`src/rtl/clkdiv_pkg.sv`:
```
package clkdiv_pkg;
  localparam int NCH        = 4;   // number of output channels
  localparam int DW         = 6;   // divisor field width
  localparam int REG_W      = 32;  // register width
  localparam int FIELD_BASE = 1;   // lsb of channel 0 field
  localparam int STRIDE     = DW + 1;
  localparam logic [DW-1:0] CODE_FOR_ONE = DW'(2);

  typedef struct packed {
    logic                    run;
    logic [NCH-1:0]          load;
    logic [NCH-1:0][DW-1:0]  div;
  } ctl2dp_t;

  function automatic int fieldLsb(input int ch);
    return FIELD_BASE + ch * STRIDE;
  endfunction

  function automatic int loadPos(input int ch);
    return fieldLsb(ch) + DW;
  endfunction

  // Channel 0 code -> divisor; zero means the code is not usable
  function automatic logic [DW-1:0] decodeCode(input logic [DW-1:0] code);
    logic [DW-1:0] d;
    case (code)
      DW'(1):  d = DW'(2);
      DW'(2):  d = DW'(1);
      DW'(3):  d = DW'(3);
      DW'(4):  d = DW'(4);
      DW'(5):  d = DW'(6);
      DW'(6):  d = DW'(5);
      DW'(7):  d = DW'(7);
      DW'(8):  d = DW'(8);
      DW'(9):  d = DW'(10);
      DW'(10): d = DW'(9);
      default: d = '0;
    endcase
    return d;
  endfunction

  function automatic logic [REG_W-1:0] resetDivReg();
    logic [REG_W-1:0] v;
    v = '0;
    for (int i = 0; i < NCH; i++)
      v[fieldLsb(i) +: DW] = (i == 0) ? CODE_FOR_ONE : DW'(1);
    return v;
  endfunction
endpackage

```
`src/rtl/clkdiv_regs.sv`:
```
module clkdiv_regs
  import clkdiv_pkg::*;
#(
  parameter int ADDR_W  = 3,
  parameter int RUN_BIT = 10,
  parameter int DIV_OFS = 0,
  parameter int CTL_OFS = 4
) (
  input  logic              clk,
  input  logic              rstN,
  input  logic              wrEn,
  input  logic [ADDR_W-1:0] addr,
  input  logic [REG_W-1:0]  wrData,
  output logic [REG_W-1:0]  rdData,
  output ctl2dp_t           stb
);
  localparam logic [REG_W-1:0] DIV_RST = resetDivReg();

  logic [REG_W-1:0] divReg;
  logic [REG_W-1:0] ctlReg;
  logic [NCH-1:0]   loadNow;
  logic [NCH-1:0]   loadPrev;

  always_ff @(posedge clk or negedge rstN) begin
    if (!rstN) begin
      divReg <= DIV_RST;
      ctlReg <= '0;
    end else if (wrEn) begin
      if (addr == ADDR_W'(DIV_OFS)) divReg <= wrData;
      else if (addr == ADDR_W'(CTL_OFS)) ctlReg <= wrData;
    end
  end

  always_ff @(posedge clk or negedge rstN) begin
    if (!rstN) loadPrev <= '0;
    else       loadPrev <= loadNow;
  end

  always_comb begin
    if (addr == ADDR_W'(DIV_OFS))      rdData = divReg;
    else if (addr == ADDR_W'(CTL_OFS)) rdData = ctlReg;
    else                               rdData = '0;
  end

  for (genvar g = 0; g < NCH; g++) begin : g_ch
    logic [DW-1:0] field;
    logic [DW-1:0] divisor;
    assign field       = divReg[fieldLsb(g) +: DW];
    assign loadNow[g]  = divReg[loadPos(g)];
    if (g == 0) begin : g_coded
      assign divisor = decodeCode(field);
    end else begin : g_raw
      assign divisor = field;
    end
    assign stb.div[g]  = divisor;
    assign stb.load[g] = loadNow[g] && !loadPrev[g] && (divisor != '0);
  end

  assign stb.run = ctlReg[RUN_BIT];
endmodule

```
`src/rtl/clkdiv_engine.sv`:
```
module clkdiv_engine
  import clkdiv_pkg::*;
(
  input  logic                    clk,
  input  logic                    rstN,
  input  ctl2dp_t                 stb,
  output logic [NCH-1:0][DW-1:0]  actDiv,
  output logic [NCH-1:0][DW-1:0]  cnt,
  output logic [NCH-1:0]          pendValid,
  output logic [NCH-1:0]          clkOut
);
  for (genvar g = 0; g < NCH; g++) begin : g_ch
    logic [DW-1:0] pendDiv;
    logic          atWrap;
    logic          periodEnd;

    assign periodEnd = (cnt[g] == actDiv[g] - DW'(1));
    assign atWrap    = !stb.run || periodEnd;

    always_ff @(posedge clk or negedge rstN) begin
      if (!rstN) begin
        actDiv[g]    <= DW'(1);
        cnt[g]       <= '0;
        pendDiv      <= '0;
        pendValid[g] <= 1'b0;
      end else begin
        if (atWrap) cnt[g] <= '0;
        else        cnt[g] <= cnt[g] + DW'(1);

        if (atWrap) begin
          if (stb.load[g])       actDiv[g] <= stb.div[g];
          else if (pendValid[g]) actDiv[g] <= pendDiv;
          pendValid[g] <= 1'b0;
        end else if (stb.load[g]) begin
          pendDiv      <= stb.div[g];
          pendValid[g] <= 1'b1;
        end
      end
    end

    always_comb begin
      if (!stb.run)                  clkOut[g] = 1'b0;
      else if (actDiv[g] == DW'(1))  clkOut[g] = clk;
      else                           clkOut[g] = (cnt[g] < (actDiv[g] >> 1));
    end
  end
endmodule

```
`src/rtl/clkdiv_quad.sv`:
```
module clkdiv_quad
  import clkdiv_pkg::*;
(
  input  logic        clk,
  input  logic        rstN,
  input  logic        wrEn,
  input  logic [2:0]  addr,
  input  logic [31:0] wrData,
  output logic [31:0] rdData,
  output logic [3:0]  clkOut
);
  ctl2dp_t                 stb;
  logic [NCH-1:0][DW-1:0]  actDiv;
  logic [NCH-1:0][DW-1:0]  cnt;
  logic [NCH-1:0]          pendValid;

  clkdiv_regs #(.ADDR_W(3), .RUN_BIT(10)) u_regs (
    .clk    (clk),
    .rstN   (rstN),
    .wrEn   (wrEn),
    .addr   (addr),
    .wrData (wrData),
    .rdData (rdData),
    .stb    (stb)
  );

  clkdiv_engine u_engine (
    .clk       (clk),
    .rstN      (rstN),
    .stb       (stb),
    .actDiv    (actDiv),
    .cnt       (cnt),
    .pendValid (pendValid),
    .clkOut    (clkOut)
  );
endmodule

```
`config.mk`:
```
export PLATFORM = sky130hd
export DESIGN_NAME = clkdiv_quad
export DESIGN_NICKNAME = d
export VERILOG_FILES = /design/src/rtl/clkdiv_pkg.sv /design/src/rtl/clkdiv_regs.sv /design/src/rtl/clkdiv_engine.sv /design/src/rtl/clkdiv_quad.sv
export SDC_FILE = /design/constraint.sdc
export NUM_CORES = 1
export LEC_CHECK = 0
export BUFFER_PORTS_ARGS = -buffer_cell sky130_fd_sc_hd__buf_2
export CORE_MARGIN = 2
export CORE_UTILIZATION = 50
export CTS_CLUSTER_SIZE = 8
export DETAILED_ROUTE_END_ITERATION = 10
export GPL_TIMING_DRIVEN = 1
export PLACE_DENSITY = 0.69
export SYNTH_ARGS = -nofsm -noshare
export SYNTH_HDL_FRONTEND = slang
export SYNTH_SLANG_ARGS = --single-unit
```
`constraint.sdc`:
```
create_clock -name clk -period 5.7 [get_ports clk]
set_clock_uncertainty 0.2 [all_clocks]
set_input_delay 0.57 -clock clk [delete_from_list [all_inputs] [get_ports clk]]
set_output_delay 0.57 -clock clk [all_outputs]
set_load 0.01 [all_outputs]
```
## Yosys cells after proc, flatten, opt, wreduce, memory -nomap -nowiden

Memory sizes are Yosys's and may differ from the RTL's.
Index checks and enable logic that the tools add are counted.

- Add/subtract/negate cells: 8
- Order comparisons: 4
- Equal/unequal tests: 9
- Mux-type cells: 31
- Bitwise gates (word level): 5
- Reductions and logical operators: 41

Operators by type and width:

| operator | number |
|---|---|
| 2-to-1 mux 6 bit | 13 |
| 2-to-1 mux 32 bit | 2 |
| adder 6 x 1 -> 6 bit (second input constant) | 4 |
| equality test 6 x 1 -> 1 bit (second input constant) | 4 |
| equality test 6 bit | 4 |
| < comparator 6 x 5 -> 1 bit | 4 |
| nonzero test 6 bit | 4 |
| subtractor 6 x 1 -> 6 bit (second input constant) | 4 |
| AND reduction 2 bit | 9 |
| 2-to-1 mux 1 bit | 16 |
| nonzero test 2 bit | 8 |
| logical AND 1 bit | 8 |
| logical NOT 1 bit | 5 |
| NOT 1 bit | 5 |
| logical OR 1 bit | 4 |
| equality test 3 bit (second input constant) | 1 |
| logical NOT 3 bit | 1 |
| AND reduction 3 bit | 1 |
| logical NOT 2 bit | 1 |

- Register bits: 144
- Bits in read-only memories: 64
- Input port bits: 38
- Output and inout bits: 36
- Memories kept: 1

Memories:

| name | depth | bits a word | rd ports | clocked after Yosys merged registers in | wr ports | line | source |
|---|---|---|---|---|---|---|---|
| (no name shown) | 16 | 4 | 1 | 0 | 0 | clkdiv_pkg.sv:26 | `case (code)` |

## Logic depth before layout (Yosys ltp)

Gate-level depths: netlist (run 1).

- Word-level depth: 6
- Gate-level depth with buffers: 9
- Depth with buffers taken out: 8

## By module

From an unflattened synthesis (run 1), not the netlist that was laid out.

- Cells, all modules: 666
- Area, all modules: 7658.6 µm²

Modules (own cells, without submodules):

| module | times used | cells an instance | area each (µm²) | seq. area each (µm²) |
|---|---|---|---|---|
| clkdiv_engine | 1 | 439 | 4499.3 | 1906.8 |
| clkdiv_regs | 1 | 227 | 3159.3 | 1706.6 |

==> metrics.yaml, run 1 <==
status: "completed"
path_class: "clk -> out"
ant_nets: 0
drv_cap: 0
fin_total_pwr_mw: 4.08
cts_tree: "done"
path_buf_inv: 3
drt_iter0_markers: 389
cp.arrival_ps: 3510
vias: 5101
post_synth_main_area_contributors: "dfrtp_1 46%, mux2_2 9.5%, a22o_1 5.7%"
syn_area_um2: 7120
syn-num-nets: 667
syn_to_final_growth_pct: 17.8
fill_cells: 1124
final_cell_mix: "132 x dfrtp_1, 72 x buf_2, 60 x mux2_2"
grt_max_degree: 86
crit_path_frequent_cell: "clkbuf_16"
maxSlewHeadroom: 0.337
layout.nets: 747
synth_top_cell_by_area: "dfrtp_1"
crit_path_cell_trace: "clkbuf_16, clkbuf_16, a32o_1, buf_2"
drive_gt1_frac: 0.287
drc_errors: 0
num_antenna_cells: 0
leakage_nw: 3.83
clkTransAtPathRegs_ps: 50
powerDensity_nw_per_um2: 487
rsz0062_at_grt: "no"
synth_ff_type: "dfrtp_1"
routedWlPerCell_um: 17.9
cp_top_family: "buffers and inverters"
synth_edf_count: 0
rows: 43
first_pass_iters: 5
stdcell_area_um2: 8380
finalSetupViolCount: 0
die-area_um2: 15200
grt_remaining_overflow: 0
cpPeakStageDelay_ps: 250
grt_usage: 0.226
syn_inst: 603
post_drt_via_cell_ratio: 5.82
placed_cell_area_um2: 7670
die_y_um: 123
worst_setup_path_end_kind: "output port"
ys_warn_count: 0
tightest_slew_ps: 987
dp_hpwl_um: 10500
grt_pass1_wl_um: 26300
die_w_um: 123
routed_wirelength_um: 15700
design.core.area_um2: 13900
synth_seq_cells: 140
seq_area_frac_synth: 0.494
start_util: 0.513
critical_path_required_ps: 4930
antenna_found_initial: 1
critPathSlowestCell: "a32o_1"
synth.avg_cell_area_um2: 11.8
synthArstFlopShare: 1.00
crit_path_max_fanout: 3
finalSetupTns_ps: 0
first_global_vias: 5468
final_common_cell: "dfrtp_1"
ios: 74
place_congestion: 0.895
reg2reg_slack_ps: 2550
port_buffers: 73
start_kind: "clock port"
finalHoldViolCount: 0
slew_viol_final: 0
synth_cell_type_count: 56
irDropWorstVdd_uv: 321
synth_top_area_share: 0.464
hold_path.class: "in -> reg"
clk_latency_ps: 530
-- sequential cells by signal, indices dropped and copies added (netlist names) --
| signal | count |
|---|---|
| u_regs.ctlReg | 32 |
| u_regs.divReg | 32 |
| u_engine.cnt | 24 |
| u_engine.actDiv | 22 |
| u_engine.g_ch.pendDiv | 22 |
| u_engine.pendValid | 4 |
| u_regs.loadPrev | 4 |
-- cell usage after synthesis (3+ instances only) --
| master | instances |
|---|---|
| mux2_1 | 10 |
| nand3_1 | 12 |
| and3_1 | 7 |
| mux2_4 | 3 |
| a31oi_1 | 3 |
| clkbuf_1 | 14 |
| o211ai_1 | 3 |
| a22oi_1 | 6 |
| xnor2_1 | 19 |
| nor2_1 | 38 |
| mux2i_1 | 18 |
| o21ai_1 | 9 |
| nor4_1 | 3 |
| dfstp_2 | 8 |
| a21oi_1 | 8 |
| dfrtp_1 | 132 |
| inv_1 | 27 |
| nor3_1 | 8 |
| nor4b_1 | 3 |
| or2_1 | 3 |
| nor2b_1 | 13 |
| ha_1 | 26 |
| mux2_2 | 60 |
| a32o_1 | 8 |
| xor2_1 | 20 |
| buf_2 | 9 |
| o21ai_0 | 16 |
| nand2b_1 | 10 |
| a22o_1 | 46 |
| nand2_1 | 17 |
| a21o_1 | 8 |
-- worst paths after layout --
path | start | endpoint | cells after the start
setup / recovery | clk | clkOut[1] | 4
hold / removal | wrData[9] | u_regs.ctlReg[9]$_DFFE_PN0P_ | 2
setup reg to reg | u_engine.actDiv[12]$_DFFE_PN1P_ | u_engine.g_ch[2].pendDiv[3]$_DFFE_PN0P_ | 7
hold reg to reg | u_regs.divReg[28]$_DFFE_PN0P_ | u_regs.loadPrev[3]$_DFF_PN0_ | 0
max in group asynchronous | rstN | u_regs.ctlReg[26]$_DFFE_PN0P_ | 3
min in group asynchronous | rstN | u_engine.cnt[7]$_DFF_PN0_ | 2
-- per-layer routing --
metal | track usage | share of wire | vias to the layer above
li1 | - | - | 2361
met1 | 0.280 | 0.43 | 2557
met2 | 0.350 | 0.48 | 148
met3 | 0.0849 | 0.067 | 33
met4 | 0.107 | 0.023 | 2
met5 | 0 | 0.00083 | -
-- report_power, final --
group          switching, mW  internal [mW]
clock                  0.453          0.857
sequential             0.291           1.30
combinational          0.597          0.580
total                   1.34           2.74
-- worst reg2reg max path, stage by stage (launching register included) --
cell       delay, ps
dfstp_2          570
inv_1             80
ha_1             310
xor2_1           190
o2111ai_2        170
o21ai_1          800
or2_1            350
mux2_1           360
-- through the flow --
step | util | std cells | setup slack, ps | hold WS [ps]
4_1_cts | 0.604 | 876 | 1400 | 52.6
5_1_grt | 0.604 | 876 | 1390 | 74.5
3_3_place_gp | 0.553 | 839 | 1740 | 205
6_report | 0.604 | 876 | 1420 | 70.0
2_1_floorplan | - | 603 | 1820 | 74.4
3_5_place_dp | 0.553 | 839 | 1740 | 213
-- logic make-up (layout without fill, tap and decap cells) --
kind of cell               Yosys count  after routing  share of synthesized area
adders and majority gates           26             26                     0.0457
and+or+nand+nor                    127            127                     0.0941
xor gates and xnor gates            40             40                     0.0512
muxes                               91             91                      0.142
buffers and inverters               50            143                     0.0280
AOI/OAI and AO/OA                  129            129                      0.145
DFF                                140            140                      0.494
-- cell type report --
| type | instances | area [µm²] | share of cell area |
|---|---|---|---|
| Tap cell | 180 | 225 | 0.0269 |
| Timing Repair Buffer | 76 | 407 | 0.0485 |
| Clock buffer | 34 | 639 | 0.0763 |
| Clock inverter | 6 | 82.6 | 0.00985 |
| Sequential cell | 140 | 3510 | 0.419 |
| Inverter | 27 | 101 | 0.0121 |
| Multi-Input combinational cell | 413 | 3410 | 0.407 |
-- what timing repair did --
action | in CTS | in global routing
hold buffers | 1 | 0
setup buffers | 0 | 0
gates resized for setup | 0 | 0
endpoints found under the hold margin | 78 | 0
Note: power is estimated with default switching activity, not from simulation.
==> run 2, diff against run 1 <==
Clock period 5.7 ns to 4 ns, I/O delays scaled along.
==> run 2 against run 1 <==
Core utilization up 2.2 points; worst setup slack worse by 670 ps; register-to-register slack worse by 1400 ps; sequential power up 43%; worst hold slack better by 150 ps; global-route usage up 0.88 points; cell count up 4.0%; total power up 41%; flip-flop and latch count unchanged; count of clock-buffer cells in the layout down 2; sequential share of layout area down 1.5 points; non-clock buffer count up 34; critical endpoint unchanged; largest cell class unchanged.
==> metrics.yaml, run 2 (synthesis gave the netlist of run 1 again) <==
grt_pass1_wl_um: 27100
path_class: "clk -> out"
dp_hpwl_um: 11000
critical_path_required_ps: 3400
clk_latency_ps: 540
clkTransAtPathRegs_ps: 60
ant_nets: 0
num_antenna_cells: 0
final_common_cell: "dfrtp_1"
reg2reg_depth: 8
first_pass_iters: 4
grt_remaining_overflow: 0
rsz0062_at_grt: "no"
design.core.area_um2: 13900
slew_viol_final: 0
worst_setup_path_end_kind: "output port"
drv_cap: 0
die-area_um2: 15200
finalSetupViolCount: 0
hold_path.class: "reg -> reg"
syn_to_final_growth_pct: 22.1
cts_tree: "done"
tightest_slew_ps: 1050
status: "completed"
maxSlewHeadroom: 0.299
antenna_found_initial: 0
die_w_um: 123
fin_total_pwr_mw: 5.76
first_global_vias: 5493
post_drt_via_cell_ratio: 5.72
routed_wirelength_um: 16500
cp.arrival_ps: 2650
leakage_nw: 3.95
start_util: 0.513
irDropWorstVdd_uv: 350
die_y_um: 123
rows: 43
layout.nets: 781
finalHoldViolCount: 0
top_regs: "u_regs.ctlReg: 32 flops, u_regs.divReg: 32 flops, u_engine.cnt: 24 flops"
powerDensity_nw_per_um2: 663
finalSetupTns_ps: 0
start_kind: "clock port"
crit_path_max_fanout: 3
vias: 5214
cts_resized: 0
drt_iter0_markers: 328
ios: 74
routedWlPerCell_um: 18.1
whs_path_depth: 0
grt_max_degree: 118
port_buffers: 73
grt_usage: 0.235
drc_errors: 0
final_cell_mix: "132 x dfrtp_1, 72 x buf_2, 60 x mux2_2"
drive_gt1_frac: 0.276
place_congestion: 0.837
run 2: cell count changes in the layout (fill, tap and decap cells not counted):
| cell | previous run | this run |
|---|---|---|
| clkinvlp_4 | 1 | 3 |
| buf_4 | 6 | 8 |
| dlygate4sd3_1 | 1 | 33 |
| bufinv_16 | 2 | 1 |
| clkinv_4 | 0 | 3 |
| clkbuf_8 | 6 | 3 |
| clkbuf_1 | 3 | 4 |
| clkinv_2 | 3 | 2 |
run 2: worst paths after layout:
path                                                start                        endpoint  slack [ps]
setup reg to reg           u_engine.actDiv[0]$_DFFE_PN1P_  u_engine.actDiv[2]$_DFFE_PN0P_        1190
hold reg to reg             u_regs.divReg[21]$_DFFE_PN0P_    u_regs.loadPrev[2]$_DFF_PN0_         220
setup / recovery                                      clk                       clkOut[1]         750
max in group asynchronous                            rstN  u_engine.actDiv[0]$_DFFE_PN1P_        2370
min in group asynchronous                            rstN       u_engine.cnt[7]$_DFF_PN0_         380
hold / removal              u_regs.divReg[21]$_DFFE_PN0P_    u_regs.loadPrev[2]$_DFF_PN0_         220
run 2: power by group:
group / internal (mW) / switching (mW)
sequential: 1.86 / 0.426
combinational: 0.846 / 0.834
clock: 1.12 / 0.685
total: 3.82 / 1.95
run 2: per-stage QoR:
stage	cell area (µm²)	cells	hold slack (ps)	setup WS [ps]	utilization
after detailed placement	7680	841	214	1060	0.554
after CTS	8690	911	228	728	0.626
after global routing	8690	911	238	723	0.626
final	8690	911	223	747	0.626
after floorplan	7120	603	-95.6	1140	-
after global placement	7680	841	201	1060	0.554
run 2: worst max-delay path: stages:
cell	delay [ps]
clkbuf_16	130
clkbuf_16	140
a32o_1	240
buf_2	140
run 2: cell type report:
cell class / instances / area, µm²
multi-input cells: 413 / 3410
inverters: 27 / 101
repair buffers: 110 / 742
well taps: 180 / 225
clock buffers: 32 / 602
flip-flops and latches: 140 / 3510
fillers: 1099 / 5190
clock inverters: 9 / 88.8
run 2: per-layer routing:
metal / global-route usage / vias up / part of all wire
li1: - / 2430 / -
met1: 0.294 / 2591 / 0.43
met2: 0.366 / 161 / 0.48
met3: 0.0876 / 32 / 0.068
met4: 0.0994 / 0 / 0.021
met5: 0 / - / 0
run 2: repair_timing:
action                                  in CTS  in global routing
hold endpoints to repair                   172                  0
hold buffers                                33                  0
endpoints found under the setup margin       0                  0
setup buffers                                0                  0
==> run 3, diff against run 2 <==
Clock period 4 ns to 3.27 ns, I/O delays scaled along.
==> run 3 against run 2 <==
Sequential share of layout area shrank 0.19 points; count of clock-buffer cells in the layout shrank 4; worst setup slack got worse by 300 ps; design area up 0.48%; total power up 24%; non-clock buffer count rose by 3; cell count rose by 0.22%; register-to-register slack worse by 700 ps; critical path depth unchanged; clock power up 25%; core utilization grew 0.30 points; die area unchanged; critical path type unchanged; highest routed layer unchanged.
==> metrics.yaml, run 3 (synthesis gave the netlist of run 1 again) <==
layout.nets: 784
top_regs: "u_regs.ctlReg: 32 flops, u_regs.divReg: 32 flops, u_engine.cnt: 24 flops"
grt_usage: 0.229
die_y_um: 123
cts_resized: 0
rsz0062_at_grt: "no"
reg2reg_from: "u_engine.actDiv[0]$_DFFE_PN1P_"
m1WireLength_um: 6950
grt_pass1_wl_um: 26400
path_class: "clk -> out"
port_buffers: 73
rr_endpoint: "u_engine.actDiv[1]$_DFFE_PN0P_"
grt_remaining_overflow: 0
die-area_um2: 15200
power.net_switching_mw: 2.43
drv_cap: 0
ant_nets: 0
placed_cell_area_um2: 7720
slew_viol_final: 0
drive_gt1_frac: 0.280
comb_power_share: 0.293
maxSlewHeadroom: 0.507
vias: 5173
cp.arrival_ps: 2300
tightest_slew_ps: 739
final_cell_mix: "132 x dfrtp_1, 72 x buf_2, 60 x mux2_2"
fill_cells: 1082
sw_frac_of_total: 0.340
first_global_vias: 5467
ios: 74
syn_to_final_growth_pct: 22.6
num_antenna_cells: 0
crit_path_max_fanout: 2
status: "completed"
met3_length_um: 919
cts_tree: "done"
powerDensity_nw_per_um2: 817
top_layer_used: "met4"
finalHoldViolCount: 0
stdcell_area_um2: 8730
seq_power_share: 0.392
drc_errors: 0
place_congestion: 0.835
fin_crit_ps: 2820
design.core.area_um2: 13900
routed_wirelength_um: 16000
reg2reg_depth: 8
grt_max_degree: 81
fin_util: 0.629
drt_iter0_markers: 342
hold_path.class: "in -> async"
rows: 43
worst_setup_path_end_kind: "output port"
start_util: 0.513
dp_hpwl_um: 10700
final_common_cell: "dfrtp_1"
die_w_um: 123
reg2reg_slack_ps: 490
routedWlPerCell_um: 17.5
finalSetupViolCount: 0
power_frac_clock: 0.315
antenna_found_initial: 0
leakage_nw: 3.97
irDropWorstVdd_uv: 401
period_share: 0.863
clock.fmax_ghz: 0.355
first_pass_iters: 4
cellInternalPower_mw: 4.70
start_kind: "clock port"
dr_wl_met2_um: 7800
finalSetupTns_ps: 0
post_drt_via_cell_ratio: 5.67
critical_path_required_ps: 2740
clk_latency_ps: 540
clkTransAtPathRegs_ps: 60
==> run 3: timing repair <==
action / CTS / global route
buffers inserted: 0 / 0
hold buffers: 33 / 0
hold endpoints to repair: 140 / 0
==> run 3: how the worst max path moves through the flow <==
stage | from | endpoint | slack, ps | cells after the start
after global routing | u_engine.actDiv[3]$_DFFE_PN0P_ | clkOut[0] | 290 | 7
after global placement | u_engine.actDiv[0]$_DFFE_PN1P_ | u_engine.actDiv[2]$_DFFE_PN0P_ | 660 | 8
after detailed placement | u_engine.actDiv[0]$_DFFE_PN1P_ | u_engine.actDiv[1]$_DFFE_PN0P_ | 520 | 8
after floorplan | clk | clkOut[1] | 850 | 1
final | clk | clkOut[3] | 450 | 4
after CTS | u_engine.actDiv[3]$_DFFE_PN0P_ | clkOut[0] | 390 | 7
==> run 3: final cells by class <==
class                   count  area [µm²]  area share
clock buffers              28         557      0.0638
repair buffers            113         777      0.0890
flip-flops and latches    140        3510       0.403
multi-input cells         413        3410       0.391
well taps                 180         225      0.0258
clock inverters            12         140      0.0161
inverters                  27         101      0.0116
==> run 3: through the flow <==
step | hold slack, ps | std cells | worst slack, ps | power (mW)
after floorplan | -169 | 603 | 850 | 4.31
after global placement | 206 | 844 | 657 | 4.78
after detailed placement | 211 | 844 | 521 | 4.91
after CTS | 224 | 913 | 392 | 7.18
after global routing | 249 | 913 | 290 | 7.59
final | 191 | 913 | 447 | 7.13
==> run 3: worst max-delay path, stage by stage <==
cell and delay, ps:
clkbuf_16 130, clkbuf_16 140, a32o_1 250, buf_2 140
==> run 3: layer usage <==
metal | vias to the layer above | GRT usage
li1 | 2432 | -
met1 | 2561 | 0.281
met2 | 147 | 0.363
met3 | 33 | 0.0780
met4 | 0 | 0.107
met5 | - | 0
==> run 3: power groups by stage <==
stage          clock [mW]  sequential (mW)  combinational, mW
2_1_floorplan      0.0523             2.64               1.62
3_3_place_gp       0.0760             2.77               1.94
3_5_place_dp       0.0760             2.81               2.03
4_1_cts              2.30             2.78               2.10
5_1_grt              2.39             2.86               2.33
6_report             2.25             2.80               2.09
